[src/rtl/srx_pkg.sv]
package srx_pkg;
    typedef enum logic [2:0] {
        S_IDLE,
        S_START,
        S_DATA,
        S_PAR,
        S_ADR,
        S_STOP
    } rx_state_e;
endpackage

[src/rtl/srx_sync.sv]
module srx_sync #(
    parameter int STAGES = 2
) (
    input  logic clk,
    input  logic rst_n,
    input  logic din,
    output logic dout
);
    logic [STAGES-1:0] q;

    generate
        if (STAGES == 1) begin : g_one
            always_ff @(posedge clk or negedge rst_n) begin
                if (!rst_n) q <= '1;
                else        q <= din;
            end
        end else begin : g_chain
            always_ff @(posedge clk or negedge rst_n) begin
                if (!rst_n) q <= '1;
                else        q <= {q[STAGES-2:0], din};
            end
        end
    endgenerate

    assign dout = q[STAGES-1];
endmodule

[src/rtl/srx_fsm.sv]
module srx_fsm
    import srx_pkg::*;
#(
    parameter int OS = 16,
    parameter int DW = 8
) (
    input  logic          clk,
    input  logic          rst_n,
    input  logic          tick,
    input  logic          rx_s,
    input  logic          rx_en,
    input  logic          par_en,
    input  logic          par_odd,
    input  logic          len8,
    input  logic          mp_mode,
    output logic          done,
    output logic [DW-1:0] f_data,
    output logic          f_fe,
    output logic          f_pe,
    output logic          f_adr
);
    localparam int CW   = $clog2(OS);
    localparam int IW   = $clog2(DW);
    localparam int HALF = OS / 2;

    rx_state_e     state, nxt;
    logic [CW-1:0] cnt;
    logic [IW-1:0] idx;
    logic [DW-1:0] shreg;
    logic          rx_prev;

    wire           full_len  = mp_mode || len8;
    wire [IW-1:0]  last_idx  = full_len ? IW'(DW-1) : IW'(DW-2);
    wire           fall      = tick && rx_prev && !rx_s;
    wire           at_mid    = tick && (cnt == CW'(HALF-1));
    wire           at_bit    = tick && (cnt == CW'(OS-1));

    assign f_data = full_len ? shreg : {1'b0, shreg[DW-1:1]};

    // state register
    always_ff @(posedge clk or negedge rst_n) begin
        if (!rst_n) state <= S_IDLE;
        else        state <= nxt;
    end

    // transitions
    always_comb begin
        nxt = state;
        unique case (state)
            S_IDLE:  if (rx_en && fall) nxt = S_START;
            S_START: if (at_mid) nxt = rx_s ? S_IDLE : S_DATA;
            S_DATA:  if (at_bit && idx == last_idx)
                         nxt = mp_mode ? S_ADR : (par_en ? S_PAR : S_STOP);
            S_PAR:   if (at_bit) nxt = S_STOP;
            S_ADR:   if (at_bit) nxt = S_STOP;
            S_STOP:  if (at_bit) nxt = S_IDLE;
            default: nxt = S_IDLE;
        endcase
    end

    // datapath and outputs
    always_ff @(posedge clk or negedge rst_n) begin
        if (!rst_n) begin
            cnt     <= '0;
            idx     <= '0;
            shreg   <= '0;
            rx_prev <= 1'b1;
            done    <= 1'b0;
            f_fe    <= 1'b0;
            f_pe    <= 1'b0;
            f_adr   <= 1'b0;
        end else begin
            done <= 1'b0;
            if (tick) rx_prev <= rx_s;
            unique case (state)
                S_IDLE: begin
                    cnt <= '0;
                    idx <= '0;
                end
                S_START: if (tick) begin
                    cnt <= at_mid ? '0 : cnt + 1'b1;
                    if (at_mid) begin
                        f_pe  <= 1'b0;
                        f_adr <= 1'b0;
                    end
                end
                default: if (tick) begin
                    cnt <= at_bit ? '0 : cnt + 1'b1;
                    if (at_bit) begin
                        unique case (state)
                            S_DATA: begin
                                shreg <= {rx_s, shreg[DW-1:1]};
                                idx   <= idx + 1'b1;
                            end
                            S_PAR:  f_pe  <= (^f_data) ^ rx_s ^ par_odd;
                            S_ADR:  f_adr <= rx_s;
                            S_STOP: begin
                                f_fe <= !rx_s;
                                done <= 1'b1;
                            end
                            default: ;
                        endcase
                    end
                end
            endcase
        end
    end

    assert_idle_hold_R11: assert property (@(posedge clk) disable iff (!rst_n)
        (state == S_IDLE && !rx_en) |=> state == S_IDLE);
    assert_glitch_reject_R9: assert property (@(posedge clk) disable iff (!rst_n)
        (state == S_START && at_mid && rx_s) |=> (state == S_IDLE && !done));
    assert_mp_no_parity_R10: assert property (@(posedge clk) disable iff (!rst_n)
        (state == S_PAR) |-> !mp_mode);
    assert_single_done_R2: assert property (@(posedge clk) disable iff (!rst_n)
        done |=> !done);
endmodule

[src/rtl/srx_buffer.sv]
module srx_buffer #(
    parameter int DW = 8
) (
    input  logic          clk,
    input  logic          rst_n,
    input  logic          done,
    input  logic [DW-1:0] f_data,
    input  logic          f_fe,
    input  logic          f_pe,
    input  logic          f_adr,
    input  logic          rd,
    input  logic          clr,
    output logic [DW-1:0] data,
    output logic          full,
    output logic          fe,
    output logic          ov,
    output logic          pe,
    output logic          adr
);
    wire lost = done && full && !rd;

    always_ff @(posedge clk or negedge rst_n) begin
        if (!rst_n) begin
            data <= '0;
            full <= 1'b0;
            fe   <= 1'b0;
            ov   <= 1'b0;
            pe   <= 1'b0;
            adr  <= 1'b0;
        end else begin
            fe <= (fe && !clr) || (done && f_fe);
            pe <= (pe && !clr) || (done && f_pe);
            ov <= (ov && !clr) || lost;
            if (done && !lost) begin
                data <= f_data;
                adr  <= f_adr;
                full <= 1'b1;
            end else if (rd) begin
                full <= 1'b0;
            end
        end
    end

    assert_overrun_set_R6: assert property (@(posedge clk) disable iff (!rst_n)
        (done && full && !rd) |=> ov);
    assert_overrun_keep_R6: assert property (@(posedge clk) disable iff (!rst_n)
        (done && full && !rd) |=> ($stable(data) && $stable(adr)));
    assert_read_clears_R7: assert property (@(posedge clk) disable iff (!rst_n)
        (rd && !done) |=> !full);
    assert_clear_R8: assert property (@(posedge clk) disable iff (!rst_n)
        (clr && !done) |=> (!fe && !ov && !pe));
    assert_hold_R8: assert property (@(posedge clk) disable iff (!rst_n)
        (!clr && !done) |=> ($stable(fe) && $stable(ov) && $stable(pe)));
endmodule

[src/rtl/serial_frame_rx.sv]
module serial_frame_rx #(
    parameter int OS_RATE     = 16,
    parameter int DATA_W      = 8,
    parameter int SYNC_STAGES = 2
) (
    input  logic              clk,
    input  logic              rst_n,
    input  logic              os_tick,
    input  logic              rx_in,
    input  logic              rx_en,
    input  logic              par_en,
    input  logic              par_odd,
    input  logic              len8,
    input  logic              mp_mode,
    input  logic              err_clr,
    input  logic              rd_strobe,
    output logic [DATA_W-1:0] rx_data,
    output logic              rx_full,
    output logic              err_frame,
    output logic              err_over,
    output logic              err_parity,
    output logic              rx_addr
);
    logic              rx_s;
    logic              done;
    logic [DATA_W-1:0] f_data;
    logic              f_fe, f_pe, f_adr;

    srx_sync #(.STAGES(SYNC_STAGES)) u_sync (
        .clk  (clk),
        .rst_n(rst_n),
        .din  (rx_in),
        .dout (rx_s)
    );

    srx_fsm #(.OS(OS_RATE), .DW(DATA_W)) u_fsm (
        .clk    (clk),
        .rst_n  (rst_n),
        .tick   (os_tick),
        .rx_s   (rx_s),
        .rx_en  (rx_en),
        .par_en (par_en),
        .par_odd(par_odd),
        .len8   (len8),
        .mp_mode(mp_mode),
        .done   (done),
        .f_data (f_data),
        .f_fe   (f_fe),
        .f_pe   (f_pe),
        .f_adr  (f_adr)
    );

    srx_buffer #(.DW(DATA_W)) u_buf (
        .clk   (clk),
        .rst_n (rst_n),
        .done  (done),
        .f_data(f_data),
        .f_fe  (f_fe),
        .f_pe  (f_pe),
        .f_adr (f_adr),
        .rd    (rd_strobe),
        .clr   (err_clr),
        .data  (rx_data),
        .full  (rx_full),
        .fe    (err_frame),
        .ov    (err_over),
        .pe    (err_parity),
        .adr   (rx_addr)
    );
endmodule

[config.mk]
export PLATFORM = sky130hd
export DESIGN_NAME = serial_frame_rx
export DESIGN_NICKNAME = d
export VERILOG_FILES = /design/src/rtl/srx_pkg.sv /design/src/rtl/srx_sync.sv /design/src/rtl/srx_fsm.sv /design/src/rtl/srx_buffer.sv /design/src/rtl/serial_frame_rx.sv
export SDC_FILE = /design/constraint.sdc
export NUM_CORES = 1
export LEC_CHECK = 0
export ABC_AREA = 0
export BUFFER_PORTS_ARGS = -buffer_cell sky130_fd_sc_hd__buf_2
export CAP_MARGIN = 0
export CORE_ASPECT_RATIO = 0.5
export CORE_MARGIN = 2
export CORE_UTILIZATION = 61
export DETAILED_ROUTE_END_ITERATION = 16
export HOLD_SLACK_MARGIN = 0.06
export MAX_ROUTING_LAYER = met4
export PLACE_DENSITY = 0.8
export SYNTH_ARGS = -nofsm -noshare
export SYNTH_HDL_FRONTEND = slang
export SYNTH_SLANG_ARGS = --single-unit
[constraint.sdc]
create_clock -name clk -period 3.25 [get_ports clk]
set_clock_uncertainty 0.2 [all_clocks]
set_input_delay 0.1625 -clock clk [delete_from_list [all_inputs] [get_ports clk]]
set_output_delay 0.1625 -clock clk [all_outputs]
set_load 0.05 [all_outputs]
Yosys cells after proc, flatten, opt, wreduce, memory -nomap -nowiden
Cells that the tools add are included.
{"block": "op_classes", "addsub": 2, "mul": 0, "n_div": 0, "n_lt_le_gt_ge": 0, "eq_ne": 14, "shift": 0, "muxes": 36, "bitwise_logic": 5, "reduce_logical": 40}
{"cell": "$mux W3", "count": 10}
{"cell": "$mux W4", "count": 4}
{"cell": "$mux W1", "count": 15}
{"cell": "$pmux W3 S5", "count": 1}
{"cell": "$reduce_and A5 Y1", "count": 3}
{"cell": "$logic_and A1 B1 Y1", "count": 14}
{"cell": "$reduce_bool A2 Y1", "count": 7}
{"cell": "$reduce_and A4 Y1", "count": 3}
{"cell": "$ne A2 B1 Y1 const B", "count": 5}
{"cell": "$mux W8", "count": 1}
{"cell": "$pmux W4 S2", "count": 1}
{"cell": "$reduce_xor A8 Y1", "count": 1}
{"cell": "$eq A3 B2 Y1 const B", "count": 2}
{"cell": "$eq A3 B3 Y1 const B", "count": 2}
{"cell": "$pmux W3 S2", "count": 1}
{"cell": "$add A4 B1 Y4 const B", "count": 1}
{"cell": "$eq A4 B3 Y1 const B", "count": 1}
{"cell": "$eq A4 B4 Y1 const B", "count": 1}
{"cell": "$logic_not A1 Y1", "count": 4}
{"cell": "$logic_or A1 B1 Y1", "count": 4}
{"cell": "$pmux W1 S2", "count": 2}
{"cell": "$reduce_or A2 Y1", "count": 2}
{"cell": "$add A3 B1 Y3 const B", "count": 1}
{"cell": "$eq A3 B1 Y1 const B", "count": 1}
{"cell": "other kinds (7)", "count": 10}
{"block": "totals", "ff_bits": 38, "latchBits": 0, "mem_bits_rw": 0, "rom_bits": 0, "in_bits": 11, "out_inout_bits": 13, "wordCells": 113, "memories": 0}

Depth between registers and ports, before layout
{"block": "depth", "depth_word": 9, "depth_mapped": 6, "mapped_depth_nobuf": 6}

Cells and area by module
Synthesis repeated with hierarchy kept, for this count alone.
{"block": "hier_totals", "cells_unflattened": 167, "area_unflattened_um2": 1925.6}
{"mod": "srx_fsm", "n_inst": 1, "cells_per_inst": 131, "area_per_inst_um2": 1378.8}
{"mod": "srx_buffer", "n_inst": 1, "cells_per_inst": 34, "area_per_inst_um2": 494.2}
{"mod": "srx_sync", "n_inst": 1, "cells_per_inst": 2, "area_per_inst_um2": 52.6}

Least setup slack after synthesis
OpenSTA, ideal clock, no wires.
{"block": "synth_path", "kind": "register to register", "start": "register u_fsm.cnt[0]", "end": "register u_fsm.state[0]", "arrival_time_ps": 1580, "slack_ps": 1377, "stages_incl_launch_ff": 7, "n_path_buf": 0, "synth_period_minus_slack_ps": 1873, "path_cell_list": "dfrtp_1 > ha_1 > and3_4 > and2_4 > nor2_2 > or3_4 > a221oi_2"}
{"block": "synth_between", "elab_chain_len": 5, "elab_cells_between_ends": 10}
{"item": "start, declared", "line_no": "srx_fsm.sv:27", "text": "logic [CW-1:0] cnt;"}
{"item": "start signal, assigned", "line_no": "srx_fsm.sv:81", "text": "cnt <= at_mid ? '0 : cnt + 1'b1;"}
{"item": "start signal, assigned", "line_no": "srx_fsm.sv:88", "text": "cnt <= at_bit ? '0 : cnt + 1'b1;"}
{"item": "$eq A4 B4 Y1", "line_no": "srx_fsm.sv:36", "text": "wire at_bit = tick && (cnt == CW'(OS-1));"}
{"item": "$logic_and A1 B1 Y1", "line_no": "srx_fsm.sv:36"}
{"item": "$logic_and A1 B1 Y1", "line_no": "srx_fsm.sv:52", "text": "S_DATA: if (at_bit && idx == last_idx)"}
{"item": "$ne A2 B1 Y1 (no source line)"}
{"item": "$reduce_and A5 Y1 (no source line) *"}
{"item": "end signal, assigned", "line_no": "srx_fsm.sv:43", "text": "else state <= nxt;"}
{"item": "end, declared", "line_no": "srx_fsm.sv:26", "text": "rx_state_e state, nxt;"}
Mark *: on every way between the ends. The rest lies on a longest branch, timed or not.
A chain may end at the register's enable or synchronous reset.

Worst setup path after layout
{"block": "layout_path", "start": "input port os_tick", "end": "register u_fsm.shreg[7]"}
{"block": "layout_between", "elab_chain_len": 2}
{"item": "start, declared", "line_no": "serial_frame_rx.sv:8", "text": "input logic os_tick,"}
{"item": "$logic_and A1 B1 Y1", "line_no": "srx_fsm.sv:36"}
{"item": "$reduce_and A4 Y1 (no source line) *"}
{"item": "end signal, assigned", "line_no": "srx_fsm.sv:92", "text": "shreg <= {rx_s, shreg[DW-1:1]};"}
{"item": "end, declared", "line_no": "srx_fsm.sv:29", "text": "logic [DW-1:0] shreg;"}
Marked as above.

==> flow_summary_export.csv <==
group,metric,value,unit
floorplanning,coreArea,3030,um2
sta,max_slew_margin,43.5,%
sta,finalCritPeriodShare,64.8,%
grt,grt_pass1_wl,6330,um
sta,worst_pin_slew,0.848,ns
sta,hold_violations,0,
cells_and_area,final_common_cell,"dfrtp_1",
grt,antenna_found_initial,0,
min_path,hold_path_class,"in2reg",
grt,grt_max_degree,39,
sta,max_freq,475,MHz
critical_path,worstPathMaxFanout,10,
critical_path,crit_path_top_delay_cell,"dlygate4sd3_1",
route,drc,0,
cells_and_area,nets,224,
cells_and_area,ff_latch_area,955,um2
power,p_per_area,555,nW/um2
route,drtIter0Drc,69,
clocking,cts_setup_buffers,0,
place,portBuffers,23,
floorplanning,pin_count,24,
clocking,cts-root-buf,"clkbuf_8",
critical_path,critPathTopFamily,"simple AND/OR/NAND/NOR gates",
yosys,synth_cell_type_count,45,
critical_path,worst_path_largest_cell_delay,0.52,ns
route,via_count,1395,
floorplanning,fp.dieW,84.0,um
clocking,clk_path_buf_depth,2,
power,pwr-share-comb,24.2,%
grt,grt-ovfl-total,0,
critical_path,cp.arrival,2.09,ns
clocking,path_clk_slew,0.08,ns
floorplanning,num_rows,14,
yosys,syn_nets,197,
sta,fin_crit,2.10,ns
critical_path,crit_chain,"dlygate4sd3_1, buf_2, and3_4, nand2_1, nor2_1, nand2_1, mux2_2",
route,wl_per_cell,14.8,um
yosys,async_flop_share,100,%
yosys,yosysWarnings,0,
critical_path,cp-start-kind,"input pin",
yosys,synth_edf_count,0,
yosys,avgSynthCellArea,10.6,um2
critical_path,endpoint_kind,"flip-flop",
place,dp_hpwl,2440,um
grt,grt_usage,23.6,%
critical_path,cp_common_cell,"nand2_1",
cells_and_area,antenna_cells,0,
power,pwr-share-seq,47.5,%
clocking,ctsHtreeMaxLevel,2,
clocking,cts_sinks,38,
place,gp_congestion,0.865,
route,wirelength,3740,um
cells_and_area,finish.utilization,72.8,%
outcome,status,"finished clean",
critical_path,critPathKind,"in2reg",
cells_and_area,layout-drive-gt1-share,25.5,%
sta,final_max_slew_viol_count,0,
clocking,numCtsBuffers,5,
power,ir_drop,437,uV
yosys,ys.flop_type,"dfrtp_1",
clocking,insertion_delay,0.30,ns
route,via_per_inst,5.54,
floorplanning,initial_core_util,64.5,%
sta,finalSetupViolCount,0,
clocking,cts_tree,"yes",
critical_path,cp.required,3.23,ns
yosys,syn_area,1950,um2
power,swShare,33.8,%
yosys,ys_seq_area_share,48.9,%
power,p_switching,414,uW
power,leakage,1.11,nW
cells_and_area,area_growth,12.9,%
cells_and_area,multi_input_area,903,um2
sta,rsz0062_at_grt,"false",
power,internal_power,810,uW
route,drtAntennaViolNets,0,
floorplanning,fp.dieH,44.0,um
yosys,yosys_register_bits,38,
yosys,syn_inst,184,
power,pwr-share-clk,28.3,%
cells_and_area,layout_common_cells,"dfrtp_1, buf_2, nand2_1",
flow_run,cap_violations,0,
grt,first_global_vias,1341,
cells_and_area,nFillCells,220,
route,drt_pass1_iterations,4,
sta,tns,0,ns
critical_path,ff2ff_setup_slack,1.17,ns
floorplanning,dieArea,3700,um2
critical_path,critPathBufInv,2,
[registers in the layout (all words and copies together), names as in the netlist]
| signal | flops |
|---|---|
| u_fsm.idx | 3 |
| u_buf.full | 1 |
| u_buf.adr | 1 |
| u_sync.q | 2 |
| u_buf.pe | 1 |
| u_fsm.shreg | 8 |
| u_fsm.done | 1 |
| u_fsm.f_fe | 1 |
| u_fsm.cnt | 4 |
| u_fsm.f_pe | 1 |
| u_buf.ov | 1 |
| u_fsm.rx_prev | 1 |
| u_buf.fe | 1 |
| u_buf.data | 8 |
| u_fsm.state | 3 |
| u_fsm.f_adr | 1 |
[worst reg2reg max path, stage by stage, from the launching register on]
cell     delay (ns)
dfrtp_1        0.39
ha_1           0.21
and3_4         0.22
nand2_1        0.11
nor2_1         0.23
nand2_1        0.26
mux2_2         0.35
[repair_timing]
item,CTS,global route
hold buffers,5,0
hold endpoints to repair,41,0
resized for setup,0,0
[cells in the mapped netlist, types with 2 or more instances]
master / count / area, um2
dfrtp_1: 35 / 876
nand2_1: 18 / 67.6
nor2_1: 17 / 63.8
mux2i_1: 12 / 120
a21oi_1: 10 / 50.1
inv_1: 10 / 37.5
mux2_2: 10 / 113
o21ai_0: 8 / 40.0
xor2_1: 7 / 61.3
xnor2_1: 5 / 43.8
buf_6: 3 / 33.8
clkbuf_1: 3 / 11.3
dfstp_2: 3 / 78.8
nand3_1: 3 / 15.0
nor3_1: 3 / 15.0
o22ai_1: 3 / 18.8
a211oi_1: 2 / 15.0
ha_1: 2 / 25.0
nand2b_1: 2 / 12.5
nand4_1: 2 / 12.5
o41ai_1: 2 / 17.5
[per-stage QoR]
| stage | setup slack [ns] | hold slack (ns) | area [um2] | std cells | power, mW |
|---|---|---|---|---|---|
| 3_3_place_gp | 1.25 | 0.0673 | 2060 | 239 | 0.868 |
| 6_report | 1.15 | 0.0704 | 2210 | 252 | 1.22 |
| 4_1_cts | 1.15 | 0.0632 | 2210 | 252 | 1.23 |
| 2_1_floorplan | 1.38 | -0.333 | 1950 | 184 | 0.826 |
| 3_5_place_dp | 1.18 | 0.0695 | 2060 | 239 | 0.880 |
| 5_1_grt | 1.05 | 0.0847 | 2210 | 252 | 1.29 |
[logic make-up after synthesis]
family | share of synthesized area (%)
flops | 48.9
simple gates | 13.7
compound gates | 12.0
fa+ha+maj | 1.28
xor+xnor | 7.37
buf+inv | 4.87
mux | 11.9
[area by class of cell]
class	count	share of cell area, %
Clock buffer	6	3.74
Sequential cell	38	43.3
Multi-Input combinational cell	128	41.0
Timing Repair Buffer	28	7.49
Clock inverter	2	0.567
Tap cell	40	2.27
Inverter	10	1.70
[layer usage]
metal	share of wire, %	track usage (%)
met2	47	36.8
met4	1.0	11.0
met3	3.3	5.60
met1	48	30.0
met5	0	-
[power groups by stage]
| stage | combinational [mW] | sequential (mW) | clock (mW) |
|---|---|---|---|
| 2_1_floorplan | 0.282 | 0.544 | 0 |
| 3_3_place_gp | 0.283 | 0.585 | 0 |
| 3_5_place_dp | 0.290 | 0.590 | 0 |
| 4_1_cts | 0.298 | 0.580 | 0.351 |
| 5_1_grt | 0.335 | 0.588 | 0.371 |
| 6_report | 0.297 | 0.581 | 0.346 |
[path summary, 6_finish.rpt]
| path | startpoint | end | depth (start not counted) |
|---|---|---|---|
| min in group asynchronous | rst_n | u_fsm.cnt[1] | 2 |
| min | mp_mode | u_fsm.state[0] | 3 |
| max in group asynchronous | rst_n | u_fsm.idx[1] | 2 |
| max reg2reg | u_fsm.cnt[0] | u_fsm.shreg[7] | 6 |
| min reg2reg | u_sync.q[0] | u_sync.q[1] | 0 |
| max | os_tick | u_fsm.shreg[7] | 7 |
(Power assumes the default switching activity.)
